==> src/rtl/csum_pkg.sv <==
package csum_pkg;

  typedef enum logic [2:0] {
    K_HEAD, K_TAIL, K_SOLO, K_LANE0, K_LANE1
  } word_kind_t;

  typedef enum logic [2:0] {
    PH_IDLE, PH_LAUNCH, PH_RUN, PH_CARRY, PH_MERGE, PH_FOLD
  } phase_t;

  // 64-bit add with the carry wrapped back into bit 0
  function automatic logic [63:0] oc_add(input logic [63:0] a, input logic [63:0] b);
    logic [64:0] s;
    s = {1'b0, a} + {1'b0, b};
    return s[63:0] + {63'd0, s[64]};
  endfunction

  // 64 -> 32 -> three 16-bit end-around folds
  function automatic logic [15:0] fold_sum(input logic [63:0] x);
    logic [32:0] h;
    logic [17:0] f;
    h = {1'b0, x[63:32]} + {1'b0, x[31:0]};
    f = {2'b00, h[15:0]} + {1'b0, h[32:16]};
    f = {2'b00, f[15:0]} + {16'd0, f[17:16]};
    f = {2'b00, f[15:0]} + {16'd0, f[17:16]};
    return f[15:0];
  endfunction

endpackage

==> src/rtl/csum_plan.sv <==
module csum_plan #(
  parameter int AW = 16,
  parameter int LW = 16,
  parameter int CW = AW - 2
) (
  input  logic [AW-1:0] base,
  input  logic [LW-1:0] nbytes,
  output logic [AW-1:0] first_wa,
  output logic [AW-1:0] last_wa,
  output logic [CW-1:0] nwords,
  output logic [63:0]   head_mask,
  output logic [63:0]   tail_mask,
  output logic          empty
);
  logic [AW-1:0] end_a, last_b, span;
  logic [2:0]    tail_gap;
  logic [63:0]   hm, tm;

  always_comb begin
    empty    = ($signed(nbytes) <= 0);
    end_a    = base + AW'(nbytes);
    last_b   = end_a - AW'(1);
    first_wa = {base[AW-1:3], 3'b000};
    last_wa  = {last_b[AW-1:3], 3'b000};
    span     = last_wa - first_wa;
    nwords   = CW'(span >> 3) + CW'(1);
    tail_gap = 3'd0 - end_a[2:0];
    hm       = {64{1'b1}} << {base[2:0], 3'b000};
    tm       = {64{1'b1}} >> {tail_gap, 3'b000};
    head_mask = (first_wa == last_wa) ? (hm & tm) : hm;
    tail_mask = tm;
  end
endmodule

==> src/rtl/csum_fetch.sv <==
module csum_fetch
  import csum_pkg::*;
#(
  parameter int AW  = 16,
  parameter int CW  = AW - 2,
  parameter int LAT = 2
) (
  input  logic          clk,
  input  logic          rst,
  input  logic          go,
  input  logic [AW-1:0] first_wa,
  input  logic [AW-1:0] last_wa,
  input  logic [CW-1:0] nwords,
  output logic          rd_en,
  output logic [AW-1:0] rd_addr,
  output logic          rsp_valid,
  output word_kind_t    rsp_kind
);
  logic          active;
  logic [CW-1:0] idx, mid_cnt, mid_idx, pair_pos;
  logic          mid_odd;
  word_kind_t    kind_n, kind_q, k0;
  logic [AW-1:0] addr_n;
  logic          v0;

  always_comb begin
    mid_cnt  = nwords - CW'(2);
    mid_idx  = idx - CW'(2);
    mid_odd  = mid_cnt[0];
    pair_pos = mid_idx - {{(CW-1){1'b0}}, mid_odd};
    addr_n   = first_wa + (AW'(idx - CW'(1)) << 3);
    kind_n   = pair_pos[0] ? K_LANE1 : K_LANE0;
    if (idx == '0) begin
      kind_n = K_HEAD;
      addr_n = first_wa;
    end else if (idx == CW'(1)) begin
      kind_n = K_TAIL;
      addr_n = last_wa;
    end else if (mid_odd && mid_idx == '0) begin
      kind_n = K_SOLO;
    end
  end

  always_ff @(posedge clk) begin
    if (rst) begin
      active  <= 1'b0;
      idx     <= '0;
      rd_en   <= 1'b0;
      rd_addr <= '0;
      kind_q  <= K_HEAD;
    end else begin
      rd_en <= 1'b0;
      if (go) begin
        active <= 1'b1;
        idx    <= '0;
      end else if (active) begin
        rd_en   <= 1'b1;
        rd_addr <= addr_n;
        kind_q  <= kind_n;
        idx     <= idx + CW'(1);
        if (idx == nwords - CW'(1)) active <= 1'b0;
      end
    end
  end

  // tag pipeline matched to the memory latency
  always_ff @(posedge clk) begin
    if (rst) begin
      v0 <= 1'b0;
      k0 <= K_HEAD;
    end else begin
      v0 <= rd_en;
      k0 <= kind_q;
    end
  end

  generate
    if (LAT == 1) begin : g_lat1
      assign rsp_valid = v0;
      assign rsp_kind  = k0;
    end else begin : g_lat2
      logic       v1;
      word_kind_t k1;
      always_ff @(posedge clk) begin
        if (rst) begin
          v1 <= 1'b0;
          k1 <= K_HEAD;
        end else begin
          v1 <= v0;
          k1 <= k0;
        end
      end
      assign rsp_valid = v1;
      assign rsp_kind  = k1;
    end
  endgenerate


  fetch_range_chk: assert property (@(posedge clk) disable iff (rst)
    rd_en |-> (rd_addr >= first_wa && rd_addr <= last_wa));
endmodule

==> src/rtl/csum_accum.sv <==
module csum_accum
  import csum_pkg::*;
#(
  parameter int CW = 14
) (
  input  logic        clk,
  input  logic        rst,
  input  logic        clear,
  input  logic        in_valid,
  input  word_kind_t  in_kind,
  input  logic [63:0] in_data,
  input  logic [63:0] head_mask,
  input  logic [63:0] tail_mask,
  input  logic        fin_carry,
  input  logic        fin_merge,
  output logic [63:0] total
);
  logic [63:0]   lane0, lane1, w;
  logic [CW-1:0] cy0, cy1;
  logic [64:0]   s0, s1;

  always_comb begin
    w = in_data;
    if (in_kind == K_HEAD) w = in_data & head_mask;
    if (in_kind == K_TAIL) w = in_data & tail_mask;
    s0 = {1'b0, lane0} + {1'b0, w};
    s1 = {1'b0, lane1} + {1'b0, w};
  end

  always_ff @(posedge clk) begin
    if (rst || clear) begin
      lane0 <= '0;
      lane1 <= '0;
      cy0   <= '0;
      cy1   <= '0;
    end else if (fin_merge) begin
      lane0 <= oc_add(lane0, lane1);
    end else if (fin_carry) begin
      lane0 <= oc_add(lane0, 64'(cy0));
      lane1 <= oc_add(lane1, 64'(cy1));
    end else if (in_valid) begin
      case (in_kind)
        K_LANE0: begin
          lane0 <= s0[63:0];
          cy0   <= cy0 + {{(CW-1){1'b0}}, s0[64]};
        end
        K_LANE1: begin
          lane1 <= s1[63:0];
          cy1   <= cy1 + {{(CW-1){1'b0}}, s1[64]};
        end
        default: lane0 <= oc_add(lane0, w);
      endcase
    end
  end

  assign total = lane0;


  merge_nonzero_chk: assert property (@(posedge clk) disable iff (rst)
    (fin_merge && (lane0 != '0 || lane1 != '0)) |=> (total != '0));
endmodule

==> src/rtl/csum_engine.sv <==
module csum_engine
  import csum_pkg::*;
#(
  parameter int AW  = 16,
  parameter int LW  = 16,
  parameter int LAT = 2
) (
  input  logic          clk,
  input  logic          rst,
  input  logic          start,
  input  logic [AW-1:0] start_addr,
  input  logic [LW-1:0] byte_len,
  output logic          rd_en,
  output logic [AW-1:0] rd_addr,
  input  logic [63:0]   rd_data,
  output logic          busy,
  output logic          done,
  output logic [15:0]   result
);
  localparam int CW = AW - 2;

  logic [AW-1:0] p_first, p_last, first_q, last_q;
  logic [CW-1:0] p_nwords, nwords_q, rx_cnt;
  logic [63:0]   p_hmask, p_tmask, hmask_q, tmask_q, total;
  logic          p_empty, odd_q, done_q, rsp_valid;
  logic [15:0]   result_q, folded;
  word_kind_t    rsp_kind;
  phase_t        state;

  csum_plan #(.AW(AW), .LW(LW), .CW(CW)) u_plan (
    .base(start_addr), .nbytes(byte_len), .first_wa(p_first), .last_wa(p_last),
    .nwords(p_nwords), .head_mask(p_hmask), .tail_mask(p_tmask), .empty(p_empty)
  );

  csum_fetch #(.AW(AW), .CW(CW), .LAT(LAT)) u_fetch (
    .clk(clk), .rst(rst), .go(state == PH_LAUNCH), .first_wa(first_q), .last_wa(last_q),
    .nwords(nwords_q), .rd_en(rd_en), .rd_addr(rd_addr), .rsp_valid(rsp_valid),
    .rsp_kind(rsp_kind)
  );

  csum_accum #(.CW(CW)) u_acc (
    .clk(clk), .rst(rst), .clear(state == PH_LAUNCH), .in_valid(rsp_valid),
    .in_kind(rsp_kind), .in_data(rd_data), .head_mask(hmask_q), .tail_mask(tmask_q),
    .fin_carry(state == PH_CARRY), .fin_merge(state == PH_MERGE), .total(total)
  );

  always_comb folded = fold_sum(total);

  always_ff @(posedge clk) begin
    if (rst) begin
      state    <= PH_IDLE;
      done_q   <= 1'b0;
      result_q <= '0;
      first_q  <= '0;
      last_q   <= '0;
      nwords_q <= '0;
      hmask_q  <= '0;
      tmask_q  <= '0;
      odd_q    <= 1'b0;
      rx_cnt   <= '0;
    end else begin
      done_q <= 1'b0;
      case (state)
        PH_IDLE: if (start) begin
          if (p_empty) begin
            done_q   <= 1'b1;
            result_q <= '0;
          end else begin
            first_q  <= p_first;
            last_q   <= p_last;
            nwords_q <= p_nwords;
            hmask_q  <= p_hmask;
            tmask_q  <= p_tmask;
            odd_q    <= start_addr[0];
            rx_cnt   <= '0;
            state    <= PH_LAUNCH;
          end
        end
        PH_LAUNCH: state <= PH_RUN;
        PH_RUN: if (rsp_valid) begin
          rx_cnt <= rx_cnt + CW'(1);
          if (rx_cnt == nwords_q - CW'(1)) state <= PH_CARRY;
        end
        PH_CARRY: state <= PH_MERGE;
        PH_MERGE: state <= PH_FOLD;
        default: begin
          result_q <= odd_q ? {folded[7:0], folded[15:8]} : folded;
          done_q   <= 1'b1;
          state    <= PH_IDLE;
        end
      endcase
    end
  end

  assign busy   = (state != PH_IDLE);
  assign done   = done_q;
  assign result = result_q;


  read_in_job_chk: assert property (@(posedge clk) disable iff (rst)
    rd_en |-> busy);

  done_pulse_chk: assert property (@(posedge clk) disable iff (rst)
    done |=> !done);

  busy_ignore_chk: assert property (@(posedge clk) disable iff (rst)
    (busy && start) |=> ($stable(first_q) && $stable(nwords_q) && $stable(odd_q)));

  rsp_bound_chk: assert property (@(posedge clk) disable iff (rst)
    rsp_valid |-> (state == PH_RUN && rx_cnt < nwords_q));
endmodule

==> config.mk <==
export PLATFORM = sky130hd
export DESIGN_NAME = csum_engine
export DESIGN_NICKNAME = d
export VERILOG_FILES = /design/src/rtl/csum_pkg.sv /design/src/rtl/csum_plan.sv /design/src/rtl/csum_fetch.sv /design/src/rtl/csum_accum.sv /design/src/rtl/csum_engine.sv
export SDC_FILE = /design/constraint.sdc
export NUM_CORES = 2
export LEC_CHECK = 0
export CAP_MARGIN = 40
export CORE_ASPECT_RATIO = 1.75
export CORE_MARGIN = 3
export CORE_UTILIZATION = 35
export DETAILED_ROUTE_END_ITERATION = 8
export DONT_BUFFER_PORTS = 1
export PLACE_DENSITY = 0.48
export SLEW_MARGIN = 30
export SYNTH_ARGS = -nofsm -noshare
export SYNTH_HDL_FRONTEND = slang
export SYNTH_SLANG_ARGS = --single-unit
==> constraint.sdc <==
create_clock -name clk -period 7.39 [get_ports clk]
set_input_delay 1.1085 -clock clk [delete_from_list [all_inputs] [get_ports clk]]
set_output_delay 1.1085 -clock clk [all_outputs]
set_load 0.02 [all_outputs]
# Word-level counts from Yosys, hierarchy flattened
# Cells that the tools add are included.
[totals]
ff_bits = 402
inputBits = 99
out_inout_bits = 35
elab_cells = 137
[classes]
addsub = 28
n_lt_le_gt_ge = 1
eq_ne = 17
shift = 2
muxes = 36
bitwise = 8
n_reduce_logical = 22
[op_table]
columns = ["operator", "n"]
rows = [
  ["$mux 64", 9],
  ["$add 64x1->64", 4],
  ["$add 64x64->65", 3],
  ["$and 64x64->64", 3],
  ["$add 64x14->65", 2],
  ["$pmux 64 s2", 1],
  ["$mux 16", 5],
  ["$shl 64x6->64 const A", 1],
  ["$shr 64x6->64 const A", 1],
  ["$mux 14", 3],
  ["$add 32x32->33", 1],
  ["$add 16x16->16", 2],
  ["$pmux 16 s2", 1],
  ["$add 14x1->14", 2],
  ["$add 14x1->14 const B", 2],
  ["$eq 14x14->1", 2],
  ["$logic_not 14->1", 2],
  ["$pmux 14 s2", 1],
  ["$mux 3", 8],
  ["$add 16x17->18", 1],
  ["$add 16x2->17", 1],
  ["$add 16x1->16", 1],
  ["$le 16x1->1 const B", 1],
  ["$reduce_and 4->1", 4],
  ["30 further kinds", 53],
]

# Logic depth before layout (Yosys ltp)
[logic_depth]
word_depth = 9
depth_mapped = 39
ltp_nobuf = 39

# Cells and area by module
# From an unflattened synthesis, not the netlist that was laid out.
[unflattened]
cells_unflattened = 6619
hier_area_um2 = 47769.6
[modules_own_cells]
columns = ["module", "instances", "cells_per_inst", "area_per_inst_um2", "seq_area_each_um2"]
rows = [
  ["csum_accum", 1, 4312, 30131.4, 3123.0],
  ["csum_engine", 1, 1444, 11123.2, 4184.0],
  ["csum_fetch", 1, 438, 3423.3, 860.8],
  ["csum_plan", 1, 425, 3091.7, 0.0],
]

# Worst setup path before layout
# OpenSTA, ideal clock, no wires.
[synth_path]
kind = "flip-flop to flip-flop"
from = "reg u_acc.lane0[32] (netlist: u_acc.total[32])"
to = "reg result_q[13] (netlist: result[13])"
setup_ps = 122
arrival_ps = 7924
t_required_ps = 7268
slack_ps = -655
path_stages_with_launch = 39
path_buffers = 0
period_less_slack_ps = 8045
path_cell_list = "dfxtp_1 ha_1 fa_1 a21o_1 a21oi_1 nor2b_1 o21a_1 o311ai_0 a311o_1 nand2_1 a21oi_1 xnor2_1 ha_1 nor2b_1 o21ai_0 a21boi_0 o21a_1 o211ai_1 [... 3 more ...] a21o_1 a21oi_1 xor2_1 ha_1 fa_1 nand2_1 nor2_1 and3_1 and3_1 ha_1 and3_1 o2111ai_1 a221oi_1 a21bo_2 a2111oi_0 nor2_1 xnor2_1 a221o_1"
[synth_via]
elab_chain_len = 6
[synth_lines]
columns = ["element", "line", "text"]
rows = [
  ["start: declaration", "csum_accum.sv:18", "logic [63:0] lane0, lane1, w;"],
  ["start signal: assignment", "csum_accum.sv:37", "lane0 <= oc_add(lane0, lane1);"],
  ["start signal: assignment", "csum_accum.sv:39", "lane0 <= oc_add(lane0, 64'(cy0));"],
  ["start signal: assignment", "csum_accum.sv:44", "lane0 <= s0[63:0];"],
  ["$add 32x32->33", "csum_pkg.sv:22", "h = {1'b0, x[63:32]} + {1'b0, x[31:0]};"],
  ["$add 16x17->18", "csum_pkg.sv:23", "f = {2'b00, h[15:0]} + {1'b0, h[32:16]};"],
  ["$add 16x2->17", "csum_pkg.sv:24", "f = {2'b00, f[15:0]} + {16'd0, f[17:16]};"],
  ["$add 16x1->16", "csum_pkg.sv:25", "f = {2'b00, f[15:0]} + {16'd0, f[17:16]};"],
  ["$mux 16", "csum_engine.sv:87", "result_q <= odd_q ? {folded[7:0], folded[15:8]} : folded;"],
  ["$pmux 16 s2", "csum_engine.sv:63", "case (state)"],
  ["end signal: assignment", "csum_engine.sv:87", ""],
  ["end: declaration", "csum_engine.sv:26", "logic [15:0] result_q, folded;"],
]
# No other way between the ends.
# A chain may end at the register's enable or synchronous reset.

# Worst setup path in the final report
[layout_path]
from = "reg u_acc.lane0[7] (netlist: u_acc.total[7])"
to = "reg result_q[13] (netlist: result[13])"
# Same word-level chain as after synthesis.

==> impl_metrics.env <==
export IMPL_syn_area_sq_mm=0.0410
export IMPL_fmax_ghz=0.136
export IMPL_cp_top_family="compound AO/OA/AOI/OAI gates"
export IMPL_period_share_pct=99.6
export IMPL_die_h_um=459
export IMPL_stdcell_area_sq_mm=0.0472
export IMPL_vias_per_cell=5.99
export IMPL_cpPeakStageDelay_ns=0.33
export IMPL_cts_tree="done"
export IMPL_stdcell_count=7580
export IMPL_crit_path_end_kind="register"
export IMPL_drt_pre_antenna_iters=6
export IMPL_place_area_sq_mm=0.0453
export IMPL_ys_warn_count=0
export IMPL_first_global_vias=45535
export IMPL_numPortBuffers=0
export IMPL_grt_total_usage_pct=31.5
export IMPL_grt_overflow=0
export IMPL_core_sq_mm=0.116
export IMPL_ys_ff_latch=287
export IMPL_cts_max_level=2
export IMPL_drive_above_1_share_pct=11.7
export IMPL_max_clock_path_buffers=3
export IMPL_dieArea_sq_mm=0.121
export IMPL_area_growth_pct=15.3
export IMPL_cp_slowest_cell="dfxtp_1"
export IMPL_vdd_drop_max_mv=0.144
export IMPL_yosysSeqAreaShare_pct=14.0
export IMPL_drt_iter0_drc=2686
export IMPL_tns_ns=0
export IMPL_r2r_slack_ns=0.03
export IMPL_leakagePower_nw=19.2
export IMPL_crit_path_start_kind="register"
export IMPL_dp_hpwl_um=165000
export IMPL_initial_core_util_pct=35.4
export IMPL_crit_buf_inv=0
export IMPL_synth_top_area_share_pct=14.0
export IMPL_relSlewSlack_pct=35.0
export IMPL_ys_types=106
export IMPL_drv_slew=0
export IMPL_worstPathRequired_ns=7.88
export IMPL_die_x_um=265
export IMPL_cts_buffers=37
export IMPL_crit_path_max_fanout=2
export IMPL_routed_via_count=45417
export IMPL_yosys_area_top_type="dfxtp_1"
export IMPL_synth_cells=5771
export IMPL_clock_sink_count=287
export IMPL_grt_max_degree=108
export IMPL_cts_root_buf="clkbuf_16"
export IMPL_path_clk_slew_ns=0.06
export IMPL_fp_row_count=165
export IMPL_clk_latency_ns=0.61
export IMPL_status="complete, no violations"
export IMPL_ys_flop_type="dfxtp_1"
export IMPL_max_cap_violations=0
export IMPL_p_per_area_mw_per_mm2=99.4
export IMPL_min_period_ns=7.36
export IMPL_synth_avg_cell_area_sq_um=7.10
export IMPL_drc=0
export IMPL_critPathKind="reg2reg"
export IMPL_grt_pass1_wl_um=287000
export IMPL_hold_class="reg2reg"
export IMPL_worst_slew_pin_transition_ns=0.968
export IMPL_synth_area_top_cells="dfxtp_1 (14%), ha_1 (10%), xnor2_1 (8.0%)"
export IMPL_nNetsFinal=6476
export IMPL_dpl_cell_count=7455
export IMPL_fin_worst_hold_slack_ns=0.434
export IMPL_antenna_left=0
export IMPL_async_flop_share_pct=0
export IMPL_ios=134
export IMPL_antenna_found_initial=30
export IMPL_gp_congestion=1.08
export IMPL_wl_per_cell_um=26.0
export IMPL_rsz0062_at_grt="true"
export IMPL_finalSetupViolCount=0
export IMPL_synth_enable_flop_cells=0
export IMPL_hold_viol=0
export IMPL_clock_skew_ns=0.0211
export IMPL_arrival_ns=7.85
export IMPL_wl_um=197000
## stage by stage
| step | setup WS, ns | utilization [%] | power (mW) |
|---|---|---|---|
| after floorplan | 0.00103 | - | 2.47 |
| after global placement | -0.448 | 39.1 | 2.80 |
| after detailed placement | -0.456 | 39.1 | 2.82 |
| after CTS | -0.145 | 40.5 | 4.73 |
| after global routing | -0.399 | 40.7 | 4.89 |
| final | 0.0297 | 40.8 | 4.69 |
## what timing repair did
action	4_1_cts	5_1_grt
hold buffers	0	0
resized for setup	36	47
setup endpoints to repair	29	55
setup buffers	26	10
pin swaps	26	24
## cells by family after synthesis
kind of cell	Yosys count	share of synthesized area, %
AND/OR/NAND/NOR	2334	28.8
AO/OA/AOI/OAI	1726	28.0
XOR/XNOR	629	13.5
buffers and inverters	403	3.76
adder cells (fa/ha/maj)	348	10.8
flip-flops	287	14.0
multiplexers	43	1.07
other	1	0.00915
## cells in the final DEF, fill, tap and decap left out, types with 23 or more instances in the layout
cell       instances
nand2b_1          50
o211ai_1         114
o21a_1            47
o31ai_1           31
diode_2           23
nor2_1           492
nand2_1          573
nand3b_1          29
xor2_1           249
a221oi_1          24
and4_1            28
mux2i_1           38
nor3_1           210
o221ai_1          31
xnor2_1          374
a21o_1           186
a31oi_1           55
dfxtp_1          282
buf_4            466
and2_1           122
and3_1            93
ha_1             333
nor2b_1           63
o21bai_1          43
a22oi_1           26
nand4_1          130
inv_1            135
o21ai_0          239
o21ai_1           35
nand3_1          212
or3_1             70
a211oi_1         104
clkbuf_16         37
nor4_1            78
a21oi_1          484
or2_2             33
## where the power goes
part / internal, mW / leakage, nW / switching (mW)
Clock: 1.05 / 0.566 / 0.847
Sequential: 1.58 / 2.32 / 0.0522
Combinational: 0.433 / 16.3 / 0.726
Total: 3.07 / 19.2 / 1.62
## synthesized netlist by cell type (all sizes together), types with 64 or more instances
cell type  count
a211oi       111
a21o         187
a21oi        495
and2         127
and3          96
clkbuf       236
dfxtp        287
ha           337
inv          136
nand2        578
nand3        213
nand4        130
nor2         496
nor2b         64
nor3         217
nor4          90
o211ai       115
o21ai        278
or3           71
xnor2        376
xor2         252
## sequential cells by signal, indices dropped and copies added (netlist names), 8 cells and up
register	cells
first_q	13
hmask_q	8
last_q	13
nwords_q	14
result	16
rx_cnt	14
tmask_q	8
u_acc.cy0	14
u_acc.cy1	14
u_acc.lane1	64
u_acc.total	64
u_fetch.idx	14
u_fetch.rd_addr	13
## per-layer routing
layer	wire [um]	vias to the layer above	GRT usage (%)
met5	114	-	0
met4	21500	18	27.8
met3	9790	613	4.33
met2	99200	1396	58.6
met1	66800	21401	30.0
li1	-	21989	-
## layout make-up
class	count	area, sq um
Fill cell	12277	68600
Multi-Input combinational cell	5083	34100
Sequential cell	287	5750
Timing Repair Buffer	484	3700
Tap cell	1503	1880
Clock buffer	51	1030
Inverter	136	510
Clock inverter	13	145
Antenna cell	23	57.6
## path summary, 6_finish.rpt
check                       to  depth (start not counted)            from
max reg2reg         result[13]                         39  u_acc.total[7]
min          u_fetch.rsp_valid                          1      u_fetch.v0
min reg2reg  u_fetch.rsp_valid                          1      u_fetch.v0
max                 result[13]                         39  u_acc.total[7]
Note: power is estimated with default switching activity, not from simulation.
